### src/rtl/dsadc_pkg.sv
package dsadc_pkg;

    typedef enum logic [2:0] {
        ST_IDLE,
        ST_RESET_INT,
        ST_RUN_UP,
        ST_RUN_DOWN,
        ST_DONE
    } seq_state_t;

    // flops between the comparator pin and the crossing detector
    localparam int SYNC_STAGES = 2;

endpackage

### src/rtl/zc_sync.sv
module zc_sync #(
    parameter int STAGES = 2
) (
    input  logic clk,
    input  logic rst_n,
    input  logic arm,
    input  logic zc_raw,
    output logic zc_hit
);

    logic [STAGES-1:0] chain_q;
    logic              prev_q;

    always_ff @(posedge clk or negedge rst_n) begin
        if (!rst_n) begin
            chain_q <= '0;
        end else begin
            chain_q <= {chain_q[STAGES-2:0], zc_raw};
        end
    end

    // previous synchronised level, forced low while disarmed so that a level
    // already high at arming counts as a crossing
    always_ff @(posedge clk or negedge rst_n) begin
        if (!rst_n) begin
            prev_q <= 1'b0;
        end else if (!arm) begin
            prev_q <= 1'b0;
        end else begin
            prev_q <= chain_q[STAGES-1];
        end
    end

    assign zc_hit = arm & chain_q[STAGES-1] & ~prev_q;

endmodule

### src/rtl/phase_counter.sv
module phase_counter #(
    parameter int W = 5
) (
    input  logic         clk,
    input  logic         rst_n,
    input  logic         clr,
    input  logic         inc,
    output logic [W-1:0] count
);

    always_ff @(posedge clk or negedge rst_n) begin
        if (!rst_n) begin
            count <= '0;
        end else if (clr) begin
            count <= '0;
        end else if (inc) begin
            count <= count + W'(1);
        end
    end

endmodule

### src/rtl/dual_slope_seq.sv
module dual_slope_seq
    import dsadc_pkg::*;
#(
    parameter int RUNUP_CLKS = 16,
    parameter int RST_CLKS   = 4,
    localparam int RW        = $clog2(RUNUP_CLKS + 1)
) (
    input  logic          clk,
    input  logic          rst_n,
    input  logic          start,
    input  logic          zc_in,
    output logic          sel_rst,
    output logic          sel_in,
    output logic          sel_ref,
    output logic [RW-1:0] result,
    output logic          overrange,
    output logic          busy,
    output logic          done
);

    localparam int MAXC = (RUNUP_CLKS + SYNC_STAGES > RST_CLKS) ?
                          (RUNUP_CLKS + SYNC_STAGES) : RST_CLKS;
    localparam int CW   = $clog2(MAXC + 1);

    localparam logic [CW-1:0] RST_LAST   = CW'(RST_CLKS - 1);
    localparam logic [CW-1:0] RUNUP_LAST = CW'(RUNUP_CLKS - 1);
    localparam logic [CW-1:0] WIN_LAST   = CW'(RUNUP_CLKS + SYNC_STAGES);
    localparam logic [CW-1:0] LAT        = CW'(SYNC_STAGES);
    localparam logic [RW-1:0] FULL_SCALE = RW'(RUNUP_CLKS);

    seq_state_t    state_q, state_d;
    logic [CW-1:0] cnt;
    logic          zc_hit;
    logic          phase_chg;
    logic          arm;

    assign phase_chg = (state_d != state_q);
    assign arm       = (state_q == ST_RUN_DOWN);

    zc_sync #(.STAGES(SYNC_STAGES)) u_sync (
        .clk    (clk),
        .rst_n  (rst_n),
        .arm    (arm),
        .zc_raw (zc_in),
        .zc_hit (zc_hit)
    );

    phase_counter #(.W(CW)) u_cnt (
        .clk   (clk),
        .rst_n (rst_n),
        .clr   (phase_chg),
        .inc   (state_q != ST_IDLE),
        .count (cnt)
    );

    // next-state decision
    always_comb begin
        state_d = state_q;
        unique case (state_q)
            ST_IDLE:      if (start)                  state_d = ST_RESET_INT;
            ST_RESET_INT: if (cnt == RST_LAST)        state_d = ST_RUN_UP;
            ST_RUN_UP:    if (cnt == RUNUP_LAST)      state_d = ST_RUN_DOWN;
            ST_RUN_DOWN:  if (zc_hit || cnt == WIN_LAST) state_d = ST_DONE;
            ST_DONE:                                  state_d = ST_IDLE;
            default:                                  state_d = ST_IDLE;
        endcase
    end

    // state register
    always_ff @(posedge clk or negedge rst_n) begin
        if (!rst_n) begin
            state_q <= ST_IDLE;
        end else begin
            state_q <= state_d;
        end
    end

    // code capture, with synchroniser latency removed from the raw count
    always_ff @(posedge clk or negedge rst_n) begin
        if (!rst_n) begin
            result    <= '0;
            overrange <= 1'b0;
        end else if (arm && state_d == ST_DONE) begin
            if (zc_hit) begin
                result    <= (cnt >= LAT) ? RW'(cnt - LAT) : '0;
                overrange <= 1'b0;
            end else begin
                result    <= FULL_SCALE;
                overrange <= 1'b1;
            end
        end
    end

    // switch selects and flags decoded from the state
    always_comb begin
        sel_rst = 1'b0;
        sel_in  = 1'b0;
        sel_ref = 1'b0;
        done    = 1'b0;
        busy    = 1'b1;
        unique case (state_q)
            ST_IDLE:      busy    = 1'b0;
            ST_RESET_INT: sel_rst = 1'b1;
            ST_RUN_UP:    sel_in  = 1'b1;
            ST_RUN_DOWN:  sel_ref = 1'b1;
            ST_DONE:      done    = 1'b1;
            default:      busy    = 1'b0;
        endcase
    end

    AST_SEL_EXCL: assert property (@(posedge clk) disable iff (!rst_n)
        $onehot0({sel_rst, sel_in, sel_ref}));
    AST_RUNUP_AFTER_RST: assert property (@(posedge clk) disable iff (!rst_n)
        $rose(sel_in) |-> $past(sel_rst));
    AST_REF_AFTER_RUNUP: assert property (@(posedge clk) disable iff (!rst_n)
        $fell(sel_in) |-> sel_ref);
    AST_RESULT_LIMIT: assert property (@(posedge clk) disable iff (!rst_n)
        done |-> (result <= FULL_SCALE));
    AST_OVR_SAT: assert property (@(posedge clk) disable iff (!rst_n)
        (done && overrange) |-> (result == FULL_SCALE));
    AST_DONE_PULSE: assert property (@(posedge clk) disable iff (!rst_n)
        done |=> (!done && !busy));
    AST_BUSY_START: assert property (@(posedge clk) disable iff (!rst_n)
        $rose(busy) |-> $past(start));
    AST_RESULT_HOLD: assert property (@(posedge clk) disable iff (!rst_n)
        !$stable({result, overrange}) |-> done);

endmodule

### config.mk
export PLATFORM = sky130hd
export DESIGN_NAME = dual_slope_seq
export DESIGN_NICKNAME = d
export VERILOG_FILES = /design/src/rtl/dsadc_pkg.sv /design/src/rtl/zc_sync.sv /design/src/rtl/phase_counter.sv /design/src/rtl/dual_slope_seq.sv
export SDC_FILE = /design/constraint.sdc
export NUM_CORES = 1
export LEC_CHECK = 0
export BUFFER_PORTS_ARGS = -buffer_cell sky130_fd_sc_hd__buf_2
export CORE_ASPECT_RATIO = 1.25
export CORE_MARGIN = 8
export CORE_UTILIZATION = 55
export DETAILED_ROUTE_END_ITERATION = 7
export GPL_ROUTABILITY_DRIVEN = 0
export GPL_TIMING_DRIVEN = 0
export PLACE_DENSITY = 0.78
export SLEW_MARGIN = 20
export SYNTH_ARGS = -nofsm -noshare
export SYNTH_HDL_FRONTEND = slang
export SYNTH_SLANG_ARGS = --single-unit
### constraint.sdc
create_clock -name clk -period 2.4 [get_ports clk]
set_input_delay 0.24 -clock clk [delete_from_list [all_inputs] [get_ports clk]]
set_output_delay 0.24 -clock clk [all_outputs]
set_load 0.01 [all_outputs]
==> metrics, run 1 <==
outcome completed; non-filler instance count after layout between 100 and 150; Req. time, crit path 2.59 ns; CTS buffer count 3; final slew viol count 0; Ports 15; Slew Limit Headroom between 60 and 70%; Residual DRC 0; Worst setup EP type flop; sequential area share after synthesis 43.6%; Die Span X roughly 54 um; top-area cell type share of the netlist area 43.6%; Root Driver clkbuf_4; row cnt 17; commonest non-fill, non-tap cell in the layout dfrtp_1; clock period minus worst slack 1.88 ns; Die Span Y 63.1 um; critical-path maximum fanout 6; Distinct cells, synth 39; Fin. Hold Viols 0; Clock Tree Buf Depth 2; Pwr Density 1160 nW/um2; fraction of layout cells with a size suffix above 1 29.5%; Post-Route WL 1830 um; Lkg Pwr 0.520 nW; Worst Skew 0.00617 ns; Syn-to-layout area delta 13.4%; Crit. Startpoint u_cnt.count[1]; reg2reg setup slack 0.52 ns; FF/Latch Area around 430 um2; core area between 1500 and 2000 um2; Antenna Diode Count 0; multi-input logic area 489 um2; most frequent cells in the layout dfrtp_1, buf_2, inv_1, ha_1; Final setup viols 0; Yosys top cell by area dfrtp_1; First-pass DRT Iterations 4; PortBufs 14; fin util 64.1%; Hold Crit Class in -> reg; Starting Density 56.6%; via density per instance between 5 and 6; htree depth 1; die area approximately 3400 um2; syn nets 95; first-pass GRT wire length 3090 um; # fillers 147; CTS tree done; critical path class reg -> reg; Routed wire per std cell 14.7 um; DP HPWL about 1400 um; cells resized by post-CTS repair 0; vias in the first global route 698; largest net degree at the start of global routing 18; post-synthesis cell area 975 um2; Slew @ Worst Pin roughly 0.53 ns; Hold Startpoint zc_in; RSZ-0062 raised after global routing no; initial antenna violation count 0; Antenna Violating Nets Remaining 0; final worst path period share 78.2%; synth warn 0; # clock sinks 17; Post-layout nets approximately 120; gr ovfl total 0; CTS clk-pin slew, worst paths 0.09 ns; Crit Reg-Reg Startpoint u_cnt.count[1]; worst skew pair latency 0.30 ns; Max Cap Viol 0; Arrival @ worst endpoint 2.07 ns; setup_tns 0 ns; Avg Synthesized Cell Area 11.3 um2; via count 687; DP Cell Count 119; Worst VDD drop 675 uV; max frequency roughly 530 MHz; Synth area leaders dfrtp_1, ha_1, nor4_2; Tot GR Track Use 12.0%; DR iter-0 viols 7; startpoint types flop; post-synthesis sequential element count 17; cells after synthesis 86
-- state kept, by name, indices dropped and copies added, names as in the netlist --
register / cells
u_sync.chain_q: 2
u_sync.prev_q: 1
overrange: 1
state_q: 3
result: 5
u_cnt.count: 5
-- metrics by stage --
step | hold WS, ns | area, um2 | power [mW] | setup WS, ns
after detailed placement | 0.179 | 1070 | 1.14 | 0.555
after global routing | 0.0369 | 1100 | 1.39 | 0.410
after floorplan | -0.0556 | 975 | 0.964 | 0.777
final | 0.0442 | 1100 | 1.28 | 0.523
after CTS | 0.0359 | 1100 | 1.31 | 0.530
after global placement | 0.170 | 1070 | 1.12 | 0.618
-- metal layers --
layer	track usage [%]	up-vias	part of all wire, %
met3	1.88	5	4.6
met2	19.4	16	47
met4	8.54	0	3.5
met5	0	-	0
li1	-	342	-
met1	13.5	324	45
-- worst paths after layout --
path	depth (start not counted)	endpoint
worst max register to register	6	u_cnt.count[0]
max in group asynchronous	2	u_cnt.count[4]
worst min register to register	0	u_sync.chain_q[1]
worst max-delay path	6	u_cnt.count[0]
min in group asynchronous	2	result[3]
worst min-delay path	1	u_sync.chain_q[0]
-- cell usage after synthesis --
cell type / count
dfrtp_1: 17
inv_1: 8
ha_1: 5
nand2b_1: 4
nor4_2: 4
o22ai_1: 4
xnor2_1: 4
and2_1: 3
nor2b_1: 3
buf_4: 2
mux2_4: 2
nor2_1: 2
o21a_1: 2
a21boi_2: 1
a21oi_1: 1
a31oi_1: 1
and3_1: 1
and3b_1: 1
buf_1: 1
buf_6: 1
mux2i_1: 1
nand2_1: 1
nand3_1: 1
nand4_1: 1
nand4bb_1: 1
nor3_1: 1
nor3b_1: 1
nor4_1: 1
o22ai_4: 1
o311ai_0: 1
o311ai_1: 1
o31ai_1: 1
o32a_1: 1
or2_2: 1
or2b_1: 1
or3_1: 1
or3_4: 1
or4b_4: 1
xor2_1: 1
-- final cells by class --
cell class,count,area share (%)
inverters,8,2.72
clock buffers,4,2.38
repair buffers,15,7.25
flip-flops and latches,17,38.5
multi-input cells,57,44.3
plain buffers,4,2.72
well taps,19,2.15
-- cell families (layout without fill, tap and decap cells) --
family,count (synthesis),after routing,share of synthesized area [%]
AOI/OAI and AO/OA,14,14,12.1
xor gates and xnor gates,5,5,4.49
adders and majority gates,5,5,6.42
buffers and inverters,12,31,6.16
DFF,17,17,43.6
muxes,3,3,4.11
and+or+nand+nor,30,30,23.1
-- critical path, cell delays in order, from the launching register on --
cell and delay (ns):
dfrtp_1 0.46, ha_1 0.25, and3_1 0.20, ha_1 0.19, mux2i_1 0.26, o22ai_4 0.14
nor4_1 0.28
-- power by group --
group	total, mW	switching (mW)	internal [mW]	leakage (nW)
clock	0.154	0.0888	0.0649	0.0150
sequential	0.449	0.0684	0.380	0.218
combinational	0.681	0.342	0.339	0.286
total	1.28	0.499	0.784	0.520
-- repair_timing --
| item | CTS | global route |
|---|---|---|
| endpoints found under the hold margin | 17 | 0 |
| hold buffers | 1 | 0 |
| setup buffers | 0 | 0 |
(Power assumes the default switching activity.)
==> run 2: changes to the inputs <==
CORE_UTILIZATION = 49   (was 55)
PLACE_DENSITY = 0.73   (was 0.78)
clock period = 1.5 ns   (was 2.4 ns; I/O delays follow)
==> run 2 against run 1 <==
  * Clock-buffer cell count shrank 1
  * Combinational power grew 150%
  * Global-route usage is 1.0 points higher
  * Core utilization grew 7.5 points
  * Wire length increased by 37%
  * Largest power group unchanged
  * Design area up 25%
  * Sequential share of layout area decreased by 7.5 points
  * The flow now finishes with violations (negative setup slack)
  * Flip-flop and latch count is the same
  * Register-to-register slack got worse by 0.64 ns
  * Clock skew down 0.0054 ns
  * Die area up 8.8%
==> metrics, run 2 (synthesis results as in run 1) <==
outcome finished with violations; failing checks negative setup slack; worst r2r dst u_cnt.count[0]; Fin. Hold Viols 0; Ports 15; # fillers 141; First-pass DRT Iterations 4; via count 797; Lkg Pwr around 0.62 nW; Clock Tree Buf Depth 2; worst skew pair latency roughly 0.3 ns; Antenna Diode Count 0; final slew viol count 0; DP Cell Count 120; CTS buffer count 3; Die Span Y between 60 and 70 um; first-pass GRT wire length roughly 3900 um; core area 1940 um2; Max Cap Viol 0; Req. time, crit path 1.69 ns; Crit Reg-Reg Startpoint u_cnt.count[0]; fin util a little under three quarters; row cnt 18; worst hold slack ~0.3 ns; Worst VDD drop roughly 1200 uV; commonest non-fill, non-tap cell in the layout buf_4; gr ovfl total 0; Worst Skew 0.000800 ns; DR iter-0 viols 4; Routed wire per std cell 17.3 um; R2R cell count 5; largest net degree at the start of global routing 18; PortBufs 14; Residual DRC 0; Worst setup EP type flop; FF/Latch Area 429 um2; # clock sinks 17; Post-Route WL approximately 2500 um; htree depth 1; via density per instance 5.50; reg2reg setup slack -0.12 ns; Hold Crit Class in -> async; CTS clk-pin slew, worst paths about 0.10 ns; multi-input logic area 601 um2; non-filler instance count after layout approximately 150; final worst path period share 108%; Root Driver clkbuf_4; Final setup viols 12; Largest regs result: 5 flops, u_cnt.count: 5 flops, state_q: 3 flops; Die Span X roughly 56 um; Antenna Violating Nets Remaining 0; Starting Density about half; Slew Limit Headroom 73.1%; fraction of layout cells with a size suffix above 1 53.6%; initial antenna violation count 0; RSZ-0062 raised after global routing yes; Syn-to-layout area delta 42.2%; critical path class reg -> reg; Post-layout nets between 100 and 150; most frequent cells in the layout buf_4, buf_2, dfrtp_1, inv_1; Slew @ Worst Pin 0.399 ns; DP HPWL ~1300 um; Pwr Density 1920 nW/um2; startpoint types flop; Arrival @ worst endpoint between 1.5 and 2 ns; CTS tree done; setup ws final -0.120 ns; clock period minus worst slack 1.62 ns; vias in the first global route 852; critical-path maximum fanout 5; Tot GR Track Use roughly an eighth; max frequency 617 MHz; die area roughly 3700 um2
run 2: changes by cell type in the layout (fill, tap and decap cells not counted), sizes merged:
cell         previous run  this run
dlygate4sd3             1         2
clkbuf                  4         3
buf                    18        37
clkinv                  0         1
run 2: layout make-up:
type	count	area share, %
buffer	4	2.98
clock buffer	3	1.62
clock inverter	1	0.361
inverter	8	2.17
multi-input combinational	57	43.3
sequential	17	31.0
tap	20	1.81
timing repair buffer	35	16.8
run 2: metal layers:
layer | part of all wire (%) | global-route usage [%] | vias up
met4 | 2.9 | 7.83 | 0
met1 | 42 | 15.1 | 385
met5 | 0 | 0 | -
met2 | 51 | 21.8 | 20
met3 | 4.1 | 2.88 | 8
li1 | - | - | 384
run 2: metrics by stage:
stage                     cell area (um2)  setup slack (ns)  setup TNS (ns)  total power [mW]
after floorplan                       981           -0.0295         -0.0373              1.56
after global placement               1080            -0.156           -1.31              1.82
after detailed placement             1080            -0.188           -1.63              1.84
after CTS                            1280           -0.0824          -0.360              2.38
after global routing                 1390            -0.171           -1.67              2.83
final                                1390            -0.120          -0.866              2.67
run 2: repair_timing:
| action | 4_1_cts | 5_1_grt |
|---|---|---|
| hold buffers | 2 | 0 |
| endpoints found under the hold margin | 18 | 0 |
| gates resized for setup | 17 | 7 |
| pin swaps | 10 | 4 |
| endpoints found under the setup margin | 17 | 19 |
| setup buffers | 10 | 9 |
run 2: power breakdown:
group          total [mW]  switching (mW)  internal (mW)
sequential          0.730           0.118          0.613
combinational        1.68           0.761          0.919
clock               0.254           0.155         0.0994
total                2.67            1.03           1.63
run 2: how the worst max path moves through the flow:
stage / from / to / slack, ns
finish: u_cnt.count[0] / u_cnt.count[0] / -0.12
global route: u_cnt.count[0] / u_cnt.count[2] / -0.17
CTS: state_q[1] / u_cnt.count[1] / -0.08
detailed placement: u_cnt.count[0] / result[2] / -0.19
global placement: u_cnt.count[1] / u_cnt.count[0] / -0.16
floorplan: u_cnt.count[1] / u_cnt.count[4] / -0.03
run 2: critical path, cell delays in order, from the launching register on:
cell and delay (ns):
dfrtp_1 0.44, ha_4 0.17, or4b_4 0.50, o22ai_4 0.20
buf_4 0.17, nor4_4 0.03
==> run 3: changes to the inputs <==
CORE_MARGIN = 1   (was 8)
==> run 3 against run 2 <==
  * The run still ends with negative setup slack left
  * Power decreased by 6.0%
  * Clock-buffer cell count unchanged
  * First-iteration DRC count grew to 5.3 times the previous value
  * Critical path type unchanged
  * Register-to-register slack better by 0.02 ns
  * Flip-flop and latch count is the same
  * Design area decreased by 4.0%
  * Via count shrank 7.8%
  * Core utilization increased by 2.1 points
  * Non-clock buffer count shrank 7
==> metrics, run 3 (synthesis results as in run 1) <==
outcome finished with violations; failing checks negative setup slack; Antenna Diode Count 0; Design Power 2.50 mW; Die Span Y between 50 and 60 um; Worst Skew 0.00591 ns; critical path depth 3; Die Span X around 42 um; setup_tns -0.797 ns; die area approximately 2200 um2; M1 WL 971 um; DP HPWL around 1300 um; Req. time, crit path 1.67 ns; final worst path period share 107%; critical path cell sequence or4b_4, o22ai_4, nor4_2; via density per instance 5.36; Slew @ Worst Pin approximately 0.38 ns; htree depth 1; Top delay family on crit path simple AND/OR/NAND/NOR gates; most frequent cells in the layout buf_2, dfrtp_1, buf_4, inv_1, buf_6; clock period minus worst slack about 1.6 ns; Crit Reg-Reg Startpoint u_cnt.count[3]; Arrival @ worst endpoint 1.77 ns; R2R cell count 3; Largest regs result: 5 flops, u_cnt.count: 5 flops, state_q: 3 flops; PortBufs 14; Worst setup EP type flop; Crit. Startpoint u_cnt.count[3]; Slew Limit Headroom 74.4%; CP bufs+invs 0; CTS buffer count 3; gr ovfl total 0; crit-path max cell delay ~0.6 ns; final slew viol count 0; Residual DRC 0; vias in the first global route 726; Final setup viols 12; Routed wire per std cell about 15 um; CTS clk-pin slew, worst paths 0.11 ns; Clock Tree Buf Depth 2; Hold Crit Class in -> async; setup ws final -0.0985 ns; fraction of layout cells with a size suffix above 1 50.8%; Routed met3 length 86 um; startpoint types flop; max frequency 626 MHz; critical path class reg -> reg; cell with the largest stage delay on the worst path or4b_4; Post-Route WL 2120 um; Top Layer Used met4; first-pass GRT wire length 3530 um; Ports 15; CTS tree done; routed wl met2 1050 um; pre-CTS setup slack -0.229 ns; Tot GR Track Use between 20% and 30%; DR iter-0 viols 21; Fin. Hold Viols 0; worst hold slack 0.295 ns; Antenna Violating Nets Remaining 0; Post-layout nets ~130; Lkg Pwr 0.584 nW; largest net degree at the start of global routing 18; via count 735; Max Cap Viol 0; row cnt 17; RSZ-0062 raised after global routing yes; Syn-to-layout area delta 36.6%; critical-path maximum fanout 7; Starting Density 53.9%; # clock sinks 17; worst skew pair latency slightly below 0.3 ns; Worst VDD drop 1160 uV; First-pass DRT Iterations 4; core area 1810 um2; initial antenna violation count 0; Pwr Density 1880 nW/um2; Root Driver clkbuf_4
-- run 3: final timing paths --
path / endpoint / slack (ns)
max: u_cnt.count[0] / -0.1
min: overrange / 0.30
max reg2reg: u_cnt.count[0] / -0.1
min reg2reg: u_sync.chain_q[1] / 0.36
max in group asynchronous: u_cnt.count[1] / 0.90
min in group clk: u_sync.chain_q[1] / 0.36
-- run 3: metal layers --
metal / GRT usage [%] / up-vias
met5: 0 / -
met4: 6.45 / 0
met3: 3.13 / 2
met2: 37.0 / 22
met1: 28.8 / 343
li1: - / 368
-- run 3: final cells by class --
cell class / count / area [um2]
Multi-Input combinational cell: 57 / 589
Clock buffer: 3 / 22.5
Sequential cell: 17 / 429
Tap cell: 19 / 23.8
Inverter: 8 / 32.5
Buffer: 4 / 41.3
Clock inverter: 1 / 5.00
Fill cell: 126 / 477
Timing Repair Buffer: 28 / 188
-- run 3: timing repair --
item,4_1_cts,5_1_grt
endpoints found under the hold margin,18,0
pin swaps,9,3
cloned,1,0
buffers inserted,5,6
setup endpoints to repair,17,18
resized for setup,17,12
hold buffers,2,0
-- run 3: metrics by stage --
| stage | std cells | cell area (um2) | utilization [%] |
|---|---|---|---|
| after global routing | 137 | 1330 | 73.6 |
| after floorplan | 86 | 981 | - |
| after CTS | 131 | 1230 | 67.8 |
| after global placement | 119 | 1070 | 59.4 |
| final | 137 | 1330 | 73.6 |
| after detailed placement | 119 | 1070 | 59.4 |
-- run 3: power by group --
| group | switching [mW] | internal [mW] | leakage (nW) |
|---|---|---|---|
| clock | 0.151 | 0.0989 | 0.0177 |
| sequential | 0.105 | 0.612 | 0.214 |
| combinational | 0.728 | 0.810 | 0.353 |
